$ cat config.mk
export PLATFORM = sky130hd
export DESIGN_NAME = spi_word_cs_regen
export DESIGN_NICKNAME = d
export VERILOG_FILES = /design/src/rtl/spi_cs_pkg.sv /design/src/rtl/spi_cs_sync.sv /design/src/rtl/spi_cs_bitcnt.sv /design/src/rtl/spi_cs_fsm.sv /design/src/rtl/spi_word_cs_regen.sv
export SDC_FILE = /design/constraint.sdc
export NUM_CORES = 1
export LEC_CHECK = 0
export BUFFER_PORTS_ARGS = -buffer_cell sky130_fd_sc_hd__buf_2
export CAP_MARGIN = 5
export CORE_MARGIN = 1.5
export CORE_UTILIZATION = 57
export DETAILED_ROUTE_END_ITERATION = 8
export PLACE_DENSITY = 0.8
export SYNTH_ARGS = -nofsm -noshare
export SYNTH_HDL_FRONTEND = slang
export SYNTH_SLANG_ARGS = --single-unit
$ cat constraint.sdc
create_clock -name clk -period 3.5 [get_ports clk]
set_input_delay 0.35 -clock clk [delete_from_list [all_inputs] [get_ports clk]]
set_output_delay 0.35 -clock clk [all_outputs]
set_load 0.1 [all_outputs]
$ cat src/rtl/spi_cs_pkg.sv
package spi_cs_pkg;
    typedef enum logic [1:0] {
        ST_IDLE = 2'd0,
        ST_WORD = 2'd1,
        ST_GAP  = 2'd2
    } sel_state_e;
endpackage

$ cat src/rtl/spi_cs_sync.sv
module spi_cs_sync (
    input  logic clk,
    input  logic rst_n,
    input  logic sclk_in,
    input  logic cs_n_in,
    output logic cs_low,
    output logic sclk_rise,
    output logic sclk_fall
);
    typedef struct packed {
        logic sclk_m;
        logic sclk_s;
        logic sclk_p;
        logic cs_m;
        logic cs_s;
    } sync_t;

    sync_t r_d, r_q;

    always_comb begin
        r_d        = r_q;
        r_d.sclk_m = sclk_in;
        r_d.sclk_s = r_q.sclk_m;
        r_d.sclk_p = r_q.sclk_s;
        r_d.cs_m   = cs_n_in;
        r_d.cs_s   = r_q.cs_m;
    end

    always_ff @(posedge clk or negedge rst_n) begin
        if (!rst_n) r_q <= '{sclk_m: 1'b0, sclk_s: 1'b0, sclk_p: 1'b0, cs_m: 1'b1, cs_s: 1'b1};
        else        r_q <= r_d;
    end

    assign cs_low    = ~r_q.cs_s;
    assign sclk_rise =  r_q.sclk_s & ~r_q.sclk_p;
    assign sclk_fall = ~r_q.sclk_s &  r_q.sclk_p;
endmodule

$ cat src/rtl/spi_cs_bitcnt.sv
module spi_cs_bitcnt #(
    parameter int WORD_LEN = 16,
    localparam int CW = $clog2(WORD_LEN + 1)
) (
    input  logic          clk,
    input  logic          rst_n,
    input  logic          clr,
    input  logic          en,
    input  logic          rise,
    output logic [CW-1:0] cnt,
    output logic          full,
    output logic          zero
);
    logic [CW-1:0] cnt_d, cnt_q;

    always_comb begin
        cnt_d = cnt_q;
        if (clr)
            cnt_d = '0;
        else if (en && rise && !full)
            cnt_d = cnt_q + 1'b1;
    end

    always_ff @(posedge clk or negedge rst_n) begin
        if (!rst_n) cnt_q <= '0;
        else        cnt_q <= cnt_d;
    end

    assign cnt  = cnt_q;
    assign full = (cnt_q == CW'(WORD_LEN));
    assign zero = (cnt_q == '0);
endmodule

$ cat src/rtl/spi_cs_fsm.sv
module spi_cs_fsm
    import spi_cs_pkg::*;
#(
    parameter int GAP_CYC = 4,
    localparam int GW = $clog2(GAP_CYC + 1)
) (
    input  logic clk,
    input  logic rst_n,
    input  logic cs_low,
    input  logic sclk_fall,
    input  logic word_full,
    input  logic cnt_zero,
    output logic sel_n,
    output logic cnt_clr,
    output logic cnt_en,
    output logic err
);
    typedef struct packed {
        sel_state_e    state;
        logic [GW-1:0] gap;
        logic          err;
    } fsm_t;

    fsm_t f_d, f_q;

    always_comb begin
        f_d = f_q;
        unique case (f_q.state)
            ST_IDLE: begin
                if (cs_low) f_d.state = ST_WORD;
            end
            ST_WORD: begin
                if (!cs_low) begin
                    if (!cnt_zero) f_d.err = 1'b1;
                    f_d.state = ST_IDLE;
                end else if (word_full && sclk_fall) begin
                    f_d.state = ST_GAP;
                    f_d.gap   = '0;
                end
            end
            ST_GAP: begin
                if (!cs_low)
                    f_d.state = ST_IDLE;
                else if (f_q.gap == GW'(GAP_CYC - 1))
                    f_d.state = ST_WORD;
                else
                    f_d.gap = f_q.gap + 1'b1;
            end
            default: f_d.state = ST_IDLE;
        endcase
    end

    always_ff @(posedge clk or negedge rst_n) begin
        if (!rst_n) f_q <= '{state: ST_IDLE, gap: '0, err: 1'b0};
        else        f_q <= f_d;
    end

    assign sel_n   = (f_q.state != ST_WORD);
    assign cnt_en  = (f_q.state == ST_WORD);
    assign cnt_clr = (f_q.state != ST_WORD);
    assign err     = f_q.err;
endmodule

$ cat src/rtl/spi_word_cs_regen.sv
module spi_word_cs_regen #(
    parameter int WORD_LEN = 16,
    parameter int GAP_CYC  = 4,
    localparam int CW = $clog2(WORD_LEN + 1)
) (
    input  logic clk,
    input  logic rst_n,
    input  logic m_cs_n,
    input  logic m_sclk,
    input  logic m_mosi,
    output logic m_miso,
    output logic s_cs_n,
    output logic s_sclk,
    output logic s_mosi,
    input  logic s_miso,
    output logic word_err
);
    logic          cs_low, sclk_rise, sclk_fall;
    logic [CW-1:0] bit_cnt;
    logic          word_full, cnt_zero, cnt_clr, cnt_en, fsm_sel_n;

    spi_cs_sync u_sync (
        .clk       (clk),
        .rst_n     (rst_n),
        .sclk_in   (m_sclk),
        .cs_n_in   (m_cs_n),
        .cs_low    (cs_low),
        .sclk_rise (sclk_rise),
        .sclk_fall (sclk_fall)
    );

    spi_cs_bitcnt #(.WORD_LEN(WORD_LEN)) u_cnt (
        .clk   (clk),
        .rst_n (rst_n),
        .clr   (cnt_clr),
        .en    (cnt_en),
        .rise  (sclk_rise),
        .cnt   (bit_cnt),
        .full  (word_full),
        .zero  (cnt_zero)
    );

    spi_cs_fsm #(.GAP_CYC(GAP_CYC)) u_fsm (
        .clk       (clk),
        .rst_n     (rst_n),
        .cs_low    (cs_low),
        .sclk_fall (sclk_fall),
        .word_full (word_full),
        .cnt_zero  (cnt_zero),
        .sel_n     (fsm_sel_n),
        .cnt_clr   (cnt_clr),
        .cnt_en    (cnt_en),
        .err       (word_err)
    );

    assign s_cs_n = fsm_sel_n | m_cs_n;
    assign s_sclk = m_sclk;
    assign s_mosi = m_mosi;
    assign m_miso = s_miso;
endmodule

* Word-level counts from Yosys, hierarchy flattened *
Cells that the tools add are included.
W data, S select, Z words.

storage, ports and cells
  register bits = 16
  output and inout bits = 5
  logic and storage cells = 52

operators by class
  add/subtract/negate cells = 2
  eq/ne operators = 12
  mux-type cells = 12
  bitwise operators = 6
  reductions and logical operators = 11

operator list
  operator               count
  $mux W5                3
  $mux W3                3
  $mux W2                4
  $ne A2 B2 Y1 const B   4
  $ne A3 B2 Y1 const B   2
  $pmux W2 S3            1
  $pmux W3 S2            1
  $reduce_and A3 Y1      2
  $add A5 B1 Y5 const B  1
  $eq A5 B5 Y1 const B   1
  $logic_not A5 Y1       1
  $reduce_and A5 Y1      1
  $ne A2 B1 Y1 const B   2
  $reduce_bool A2 Y1     2
  $add A3 B1 Y3 const B  1
  $eq A3 B2 Y1 const B   1
  $logic_and A1 B1 Y1    3
  $not A1 Y1             3
  $and A1 B1 Y1          2
  $eq A2 B1 Y1 const B   1
  $eq A2 B2 Y1 const B   1
  $logic_not A2 Y1       1
  $logic_not A1 Y1       1
  $or A1 B1 Y1           1

* Longest topological paths before layout *
Gate-level depths: netlist of the first run.

  depth after elaboration = 6
  mapped depth = 5

* Modules after synthesis *
From an unflattened synthesis of the first run, not the netlist that was laid out.

second synthesis, totals
  cell total of the unflattened synthesis = 72
  area, all modules = 800.8 um^2

modules (own cells, without submodules)
  module             times used  cells an instance  area each (um^2)  sequential area each (um^2)
  spi_cs_fsm         1           28                 325.3             150.1
  spi_cs_bitcnt      1           32                 300.3             125.1
  spi_cs_sync        1           8                  146.4             127.6
  spi_word_cs_regen  1           4                  28.8              0.0

* Worst setup path before layout of the first run *
Ideal clock, no wire load.

  path type = flip-flop to output port
  from = register u_fsm.f_q[4] in the netlist's numbering
  to = output port s_cs_n
  arrival = 1275 ps
  slack = 1875 ps
  stages on the path, launching flop included = 3
  cells stage by stage = dfrtp_1 nor2b_1 nand2b_1

between the ends
  cells in the longest elaborated chain, start to end = 2

ends and longest elaborated chain
  what                    line                     text
  start, declared         spi_cs_fsm.sv:24         fsm_t f_d, f_q;
  start signal, assigned  spi_cs_fsm.sv:54         if (!rst_n) f_q <= '{state: ST_IDLE, gap: '0, err: 1'b0};
  $ne A2 B1 Y1            spi_cs_fsm.sv:58         assign sel_n = (f_q.state != ST_WORD);
  $or A1 B1 Y1            spi_word_cs_regen.sv:56  assign s_cs_n = fsm_sel_n | m_cs_n;
  end, declared           spi_word_cs_regen.sv:12  output logic s_cs_n,

No other way between the ends.

* Worst setup path in the final report of the first run *
Ends and elaborated chain as after synthesis.

==> results of run 1 <==
==> metrics by stage <==
stage / instances / total power, mW / cell area (sq um) / setup slack (ns) / hold WS, ns
floorplan: 74 / 0.3833 / 774.5 / 1.875 / 0.05441
CTS: 97 / 0.5323 / 847.1 / 1.660 / 0.1501
detailed placement: 92 / 0.4096 / 800.8 / 1.789 / 0.2749
global route: 97 / 0.5640 / 847.1 / 1.574 / 0.1385
finish: 97 / 0.5298 / 847.1 / 1.647 / 0.1525
global placement: 92 / 0.4006 / 800.8 / 1.879 / 0.2722
==> per-layer routing <==
metal | up-vias | part of all wire
li1 | 278 | -
met1 | 258 | 0.44
met2 | 15 | 0.50
met3 | 2 | 0.051
met4 | 0 | 0.0090
met5 | - | 0
==> how the worst max path moves through the flow <==
stage	cells past startpoint	slack, ns	end
after floorplan	2	1.87	s_cs_n
after global placement	5	1.88	u_fsm.f_q[1]$_DFFE_PN0P_
after detailed placement	5	1.79	u_fsm.f_q[3]$_DFFE_PN0P_
after CTS	3	1.66	s_cs_n
after global routing	3	1.57	s_cs_n
final	3	1.65	s_cs_n
==> cells by family after synthesis <==
kind of cell | after synthesis
buf+inv | 9
flops | 16
fa+ha+maj | 4
simple gates | 26
compound gates | 19
==> cell usage in the layout, fill, tap and decap left out, types with 2 or more instances in the layout <==
cell                       count
sky130_fd_sc_hd__nand3_1       2
sky130_fd_sc_hd__nor2b_1       2
sky130_fd_sc_hd__inv_1         6
sky130_fd_sc_hd__o211ai_1      4
sky130_fd_sc_hd__ha_1          4
sky130_fd_sc_hd__o21ai_0       6
sky130_fd_sc_hd__nand2b_1      5
sky130_fd_sc_hd__nand2_1       4
sky130_fd_sc_hd__dfstp_2       2
sky130_fd_sc_hd__buf_2         6
sky130_fd_sc_hd__clkbuf_4      3
sky130_fd_sc_hd__nor2_1        2
sky130_fd_sc_hd__a21oi_1       6
sky130_fd_sc_hd__dfrtp_1      14
sky130_fd_sc_hd__or3_1         2
==> state kept, by name, indices dropped and copies added, names as in the netlist <==
name and cells:
u_sync.r_d 3, u_sync.r_q 2, u_fsm.f_q 5, u_fsm.err 1
u_cnt.cnt 5
==> worst max-delay path, cell delays in order, from the launching register on <==
cell                       delay, ns
sky130_fd_sc_hd__dfrtp_1        0.44
sky130_fd_sc_hd__nor2b_1        0.38
sky130_fd_sc_hd__nand2b_1       0.09
sky130_fd_sc_hd__buf_2          0.30
==> cell type report <==
type                            instances  area [sq um]  area share
Clock buffer                            4         36.28     0.04284
Multi-Input combinational cell         49         326.6      0.3855
Tap cell                               15         18.77     0.02216
Sequential cell                        16         402.9      0.4756
Inverter                                6         22.52     0.02659
Timing Repair Buffer                    7         40.04     0.04727
==> where the power goes <==
| part | internal [mW] | leakage [nW] | switching (mW) |
|---|---|---|---|
| registers | 0.218 | 0.196 | 0.0257 |
| logic | 0.0506 | 0.142 | 0.111 |
| clock network | 0.0634 | 0.0210 | 0.0613 |
==> impl_metrics.py, run 1 <==
metrics = {
    "clock_tree": {
        "clock_insertion_delay_worst_skew_ns": 0.29,
        "max_h_tree_level": 1,
        "cts_tree": "built",
        "cts_root_buffer": "sky130_fd_sc_hd__clkbuf_4",
        "cts_hold_buf": 1,
        "clock-sinks": 16,
        "cts_setup_buffers": 0,
        "postCtsResizedCells": 0,
        "clock_slew_at_the_register_clock_pins_of_the_worst_setup_and_hold_paths_ns": 0.10,
        "worst_case_clock_buffer_depth": 2,
        "cts_made_buffers": 3,
    },
    "cells_and_area": {
        "filler_cell_count": 95,
        "antenna_cells": 0,
        "proportion_of_layout_cells_with_a_drive_suffix_above_1": 0.1585,
        "net_total_in_the_final_layout": 93,
        "finish.utilization": 0.6592,
        "area_growth_syn_to_layout_pct": 9.370,
    },
    "synth": {
        "postSynthRegisterBits": 16,
        "synth-simple-area-share": 0.2116,
        "post_synth_xor_area_fraction": 0,
        "mappedNetlistNets": 84,
        "synth_compound_area_frac": 0.1454,
        "synth_top_cell_by_area": "sky130_fd_sc_hd__dfrtp_1",
        "synth.yosys.warnings": 0,
        "synth_top_family_by_area": "simple AND/OR/NAND/NOR gates",
        "postSynth.asyncResetShare": 1.000,
        "synth-edff-count": 0,
        "syn-mean-instance-area_sq_um": 10.47,
        "synth_common_cells": "sky130_fd_sc_hd__dfrtp_1 (14), sky130_fd_sc_hd__a21oi_1 (6), sky130_fd_sc_hd__inv_1 (6), sky130_fd_sc_hd__o21ai_0 (6), sky130_fd_sc_hd__nand2b_1 (5)",
        "synth_top_cell_area_share": 0.4523,
        "ys_seq_area_frac": 0.5202,
        "adder_cell_fraction_of_synth_area": 0.06462,
        "synth_flop_type": "sky130_fd_sc_hd__dfrtp_1",
        "synthMuxAreaShare": 0,
        "netlist_area_sq_um": 774.5,
        "synthDistinctLibCells": 26,
        "postSynthCellCount": 74,
        "synthMostInstantiatedCell": "sky130_fd_sc_hd__dfrtp_1",
        "synth.area.top_cells": "sky130_fd_sc_hd__dfrtp_1 (45%), sky130_fd_sc_hd__dfstp_2 (6.8%), sky130_fd_sc_hd__ha_1 (6.5%)",
    },
    "global_routing": {
        "grt.total_usage": 0.2333,
        "grt_antenna_before_repair": 0,
        "grtUsageMet2": 0.3629,
        "grt_first_pass_wirelength_mm": 2.325,
        "top_usage_layer": "met2",
        "gr-usage-met3": 0.05114,
        "grt_start_max_net_pins": 17,
        "grt.met1_usage": 0.3007,
        "grt_pass1_vias": 502,
        "overflow": 0,
    },
    "timing": {
        "final-setup-viol-count": 0,
        "final-hold-violation-count": 0,
        "pins_over_slew_limit": 0,
        "finClkSkew_ns": 0.004355,
        "maxSlewHeadroom": 0.6416,
        "period_share": 0.5295,
        "rsz0062_at_grt": "no",
        "tns_ns": 0,
        "maxClockFrequency_ghz": 0.5396,
        "worst_pin_slew_ns": 0.5301,
        "fin_crit_ns": 1.853,
    },
    "place": {
        "place_hpwl_mm": 1.105,
        "portBuffers": 6,
        "finalWeightedCongestion": 0.7397,
    },
    "detailed_routing": {
        "finalWirelength_mm": 1.444,
        "average_detailed_routed_wire_length_per_instance_um": 14.89,
        "via_to_cell_ratio": 5.701,
        "routed-via-count": 553,
        "initialDrtViolationCount": 11,
        "post-route-drc-count": 0,
        "first_pass_drt_iterations": 4,
        "drtAntennaViolNets": 0,
    },
    "worst_setup_path": {
        "regToRegEndpoint": "u_fsm.f_q[1]$_DFFE_PN0P_",
        "critPathCaptureType": "output port",
        "worst-endpoint-required_ns": 3.15,
        "reg2reg_depth": 5,
        "crit_path_max_fanout": 6,
        "setup.worst_path.class": "reg -> out",
        "r2r_slack_ns": 1.76,
        "crit_path_start": "u_fsm.f_q[4]$_DFFE_PN0P_",
        "critical_path.startpoint_type": "flip-flop",
        "r2r-start": "u_fsm.f_q[2]$_DFFE_PN0P_",
        "crit_arrival_ns": 1.50,
    },
    "floorplan": {
        "die_height_um": 39.86,
        "dieArea_sq_mm": 0.001589,
        "core-area_sq_mm": 0.001285,
        "chipWidth_um": 39.86,
        "rows": 13,
        "ioPinCount": 11,
        "initial_utilization": 0.6027,
    },
    "min_path": {
        "min-delay-path-class": "in -> reg",
        "min_delay_path_depth": 1,
        "holdCritStartpoint": "m_cs_n",
        "min_delay_worst_endpoint": "u_sync.r_d[0]$_DFF_PN1_",
    },
    "pwr": {
        "cellPowerDensity_mw_per_mm2": 625.5,
        "irDropWorstVdd_mv": 0.4404,
        "static-leakage-power_nw": 0.3590,
    },
    "flow_run": {
        "maxCapViolations": 0,
    },
    "run_status": {
        "status": "completed",
    },
}
No activity file was read; power rests on OpenSTA's default activity.
==> run 2: changes to the inputs <==
Settings changed: CORE_UTILIZATION 57 to 53, PLACE_DENSITY 0.8 to 0.76.
Clock period 3.5 ns to 1.8 ns, I/O delays scaled along.
==> run 2 against run 1 <==
  * Critical path depth up 2
  * Sequential share of layout area is 1.4 points lower
  * Clock-buffer cell count stayed put
  * Setup slack got worse by 1.5 ns
  * Global-route usage decreased by 2.9 points
  * Clock skew rose by 0.0017 ns
  * Sequential power is 95% higher
  * Register-to-register slack got worse by 1.6 ns
  * Cell area rose by 3.1%
  * Largest power group unchanged
==> impl_metrics.py, run 2 (same netlist as run 1, synthesis figures left out) <==
metrics = {
    "floorplan": {
        "chipWidth_um": 41.23,
        "dieArea_sq_mm": 0.001700,
        "die_height_um": 41.23,
        "rows": 13,
        "core-area_sq_mm": 0.001334,
        "ioPinCount": 11,
        "initial_utilization": 0.5807,
    },
    "timing": {
        "worst_pin_slew_ns": 0.5323,
        "final-setup-viol-count": 0,
        "finClkSkew_ns": 0.006043,
        "pins_over_slew_limit": 0,
        "maxClockFrequency_ghz": 0.6063,
        "rsz0062_at_grt": "no",
        "final-hold-violation-count": 0,
        "maxSlewHeadroom": 0.6403,
        "tns_ns": 0,
        "fin_crit_ns": 1.649,
        "period_share": 0.9163,
    },
    "place": {
        "portBuffers": 6,
        "finalWeightedCongestion": 0.7845,
        "place_hpwl_um": 942.8,
        "place_inst": 92,
    },
    "cells_and_area": {
        "area_growth_syn_to_layout_pct": 12.76,
        "layout_common_cells": "sky130_fd_sc_hd__dfrtp_1 (14), sky130_fd_sc_hd__inv_1 (6), sky130_fd_sc_hd__o21ai_0 (6), sky130_fd_sc_hd__buf_2 (6)",
        "proportion_of_layout_cells_with_a_drive_suffix_above_1": 0.1786,
        "antenna_cells": 0,
        "filler_cell_count": 107,
        "layout_commonest_cell": "sky130_fd_sc_hd__dfrtp_1",
        "final_standard_cell_count_with_taps_included_and_fillers_excluded": 99,
        "net_total_in_the_final_layout": 95,
    },
    "clock_tree": {
        "cts_setup_buffers": 0,
        "max_h_tree_level": 1,
        "clock_slew_at_the_register_clock_pins_of_the_worst_setup_and_hold_paths_ns": 0.09,
        "clock-sinks": 16,
        "cts_root_buffer": "sky130_fd_sc_hd__clkbuf_4",
        "clock_insertion_delay_worst_skew_ns": 0.29,
        "worst_case_clock_buffer_depth": 2,
        "cts_tree": "built",
        "cts_made_buffers": 3,
    },
    "detailed_routing": {
        "initialDrtViolationCount": 10,
        "via_to_cell_ratio": 5.667,
        "routed-via-count": 561,
        "first_pass_drt_iterations": 4,
        "drtAntennaViolNets": 0,
        "finalWirelength_mm": 1.349,
        "post-route-drc-count": 0,
        "average_detailed_routed_wire_length_per_instance_um": 13.63,
    },
    "pwr": {
        "cellPowerDensity_mw_per_mm2": 1183,
        "power.switching_fraction": 0.3681,
        "irDropWorstVdd_mv": 0.8584,
        "share_comb_of_total_power": 0.314,
        "share_seq_of_total_power": 0.459,
        "switching_power_mw": 0.3804,
        "internal_power_mw": 0.6531,
        "static-leakage-power_nw": 0.3685,
        "clock_power_share": 0.227,
    },
    "worst_setup_path": {
        "critical_path.startpoint_type": "flip-flop",
        "crit_arrival_ns": 1.81,
        "critPathCaptureType": "flip-flop",
        "setup.worst_path.class": "reg -> reg",
        "crit_path_max_fanout": 4,
        "r2r_slack_ns": 0.15,
        "worst-endpoint-required_ns": 1.96,
    },
    "global_routing": {
        "grt_pass1_vias": 494,
        "overflow": 0,
        "grt_first_pass_wirelength_mm": 2.125,
        "grt_start_max_net_pins": 17,
        "grt.total_usage": 0.2041,
        "grt_antenna_before_repair": 0,
    },
    "flow_run": {
        "maxCapViolations": 0,
    },
    "min_path": {
        "min-delay-path-class": "in -> async",
    },
    "run_status": {
        "status": "completed",
    },
}
run 2: worst paths after layout:
path,end,startpoint,cells past startpoint
worst max-delay path,u_fsm.f_q[2]$_DFFE_PN0P_,u_fsm.f_q[1]$_DFFE_PN0P_,5
worst min-delay path,u_fsm.f_q[3]$_DFFE_PN0P_,rst_n,2
worst max register to register,u_fsm.f_q[2]$_DFFE_PN0P_,u_fsm.f_q[1]$_DFFE_PN0P_,5
worst min register to register,u_sync.r_d[2]$_DFF_PN0_,u_sync.r_d[3]$_DFF_PN0_,0
max in group asynchronous,u_sync.r_q[0]$_DFF_PN1_,rst_n,2
min in group clk,u_sync.r_d[2]$_DFF_PN0_,u_sync.r_d[3]$_DFF_PN0_,0
run 2: metrics by stage:
step / hold WS (ns) / utilization / instance area (sq um) / power [mW] / setup WS [ns]
2_1_floorplan: -0.1156 / - / 774.5 / 0.7454 / 0.2386
3_3_place_gp: 0.1034 / 0.6004 / 800.8 / 0.7799 / 0.1601
3_5_place_dp: 0.1020 / 0.6004 / 800.8 / 0.7961 / 0.08849
4_1_cts: 0.3122 / 0.6501 / 867.1 / 1.037 / 0.06751
5_1_grt: 0.3603 / 0.6548 / 873.3 / 1.093 / 0.05479
6_report: 0.3198 / 0.6548 / 873.3 / 1.034 / 0.1507
run 2: metal layers:
layer | up-vias | GRT usage | wire, um
met5 | - | 0 | 0
met4 | 0 | 0.09677 | 35
met3 | 4 | 0.08152 | 68
met2 | 13 | 0.3008 | 589
met1 | 263 | 0.2585 | 655
li1 | 281 | - | -
run 2: critical path: stages, from the launching register on:
cell,delay [ns]
sky130_fd_sc_hd__dfrtp_1,0.41
sky130_fd_sc_hd__ha_1,0.21
sky130_fd_sc_hd__ha_1,0.21
sky130_fd_sc_hd__or3b_1,0.37
sky130_fd_sc_hd__a21oi_2,0.22
sky130_fd_sc_hd__o211ai_1,0.11
run 2: what timing repair did:
item,CTS,global route
endpoints found under the hold margin,16,0
hold buffers,3,0
gates resized for setup,0,2
setup endpoints to repair,0,5
run 2: power by group through the flow:
stage          Combinational, mW  Clock, mW  Sequential (mW)
2_1_floorplan              0.196          0            0.549
3_3_place_gp               0.307          0            0.473
3_5_place_dp               0.317          0            0.479
4_1_cts                    0.323      0.243            0.471
5_1_grt                    0.357      0.254            0.483
6_report                   0.325      0.235            0.474
run 2: cell type report:
class,instances,area [sq um],share of cell area
Clock buffer,4,36.28,0.04155
Inverter,6,22.52,0.02579
Multi-Input combinational cell,49,332.8,0.3811
Sequential cell,16,402.9,0.4613
Tap cell,15,18.77,0.02149
Timing Repair Buffer,9,60.06,0.06877
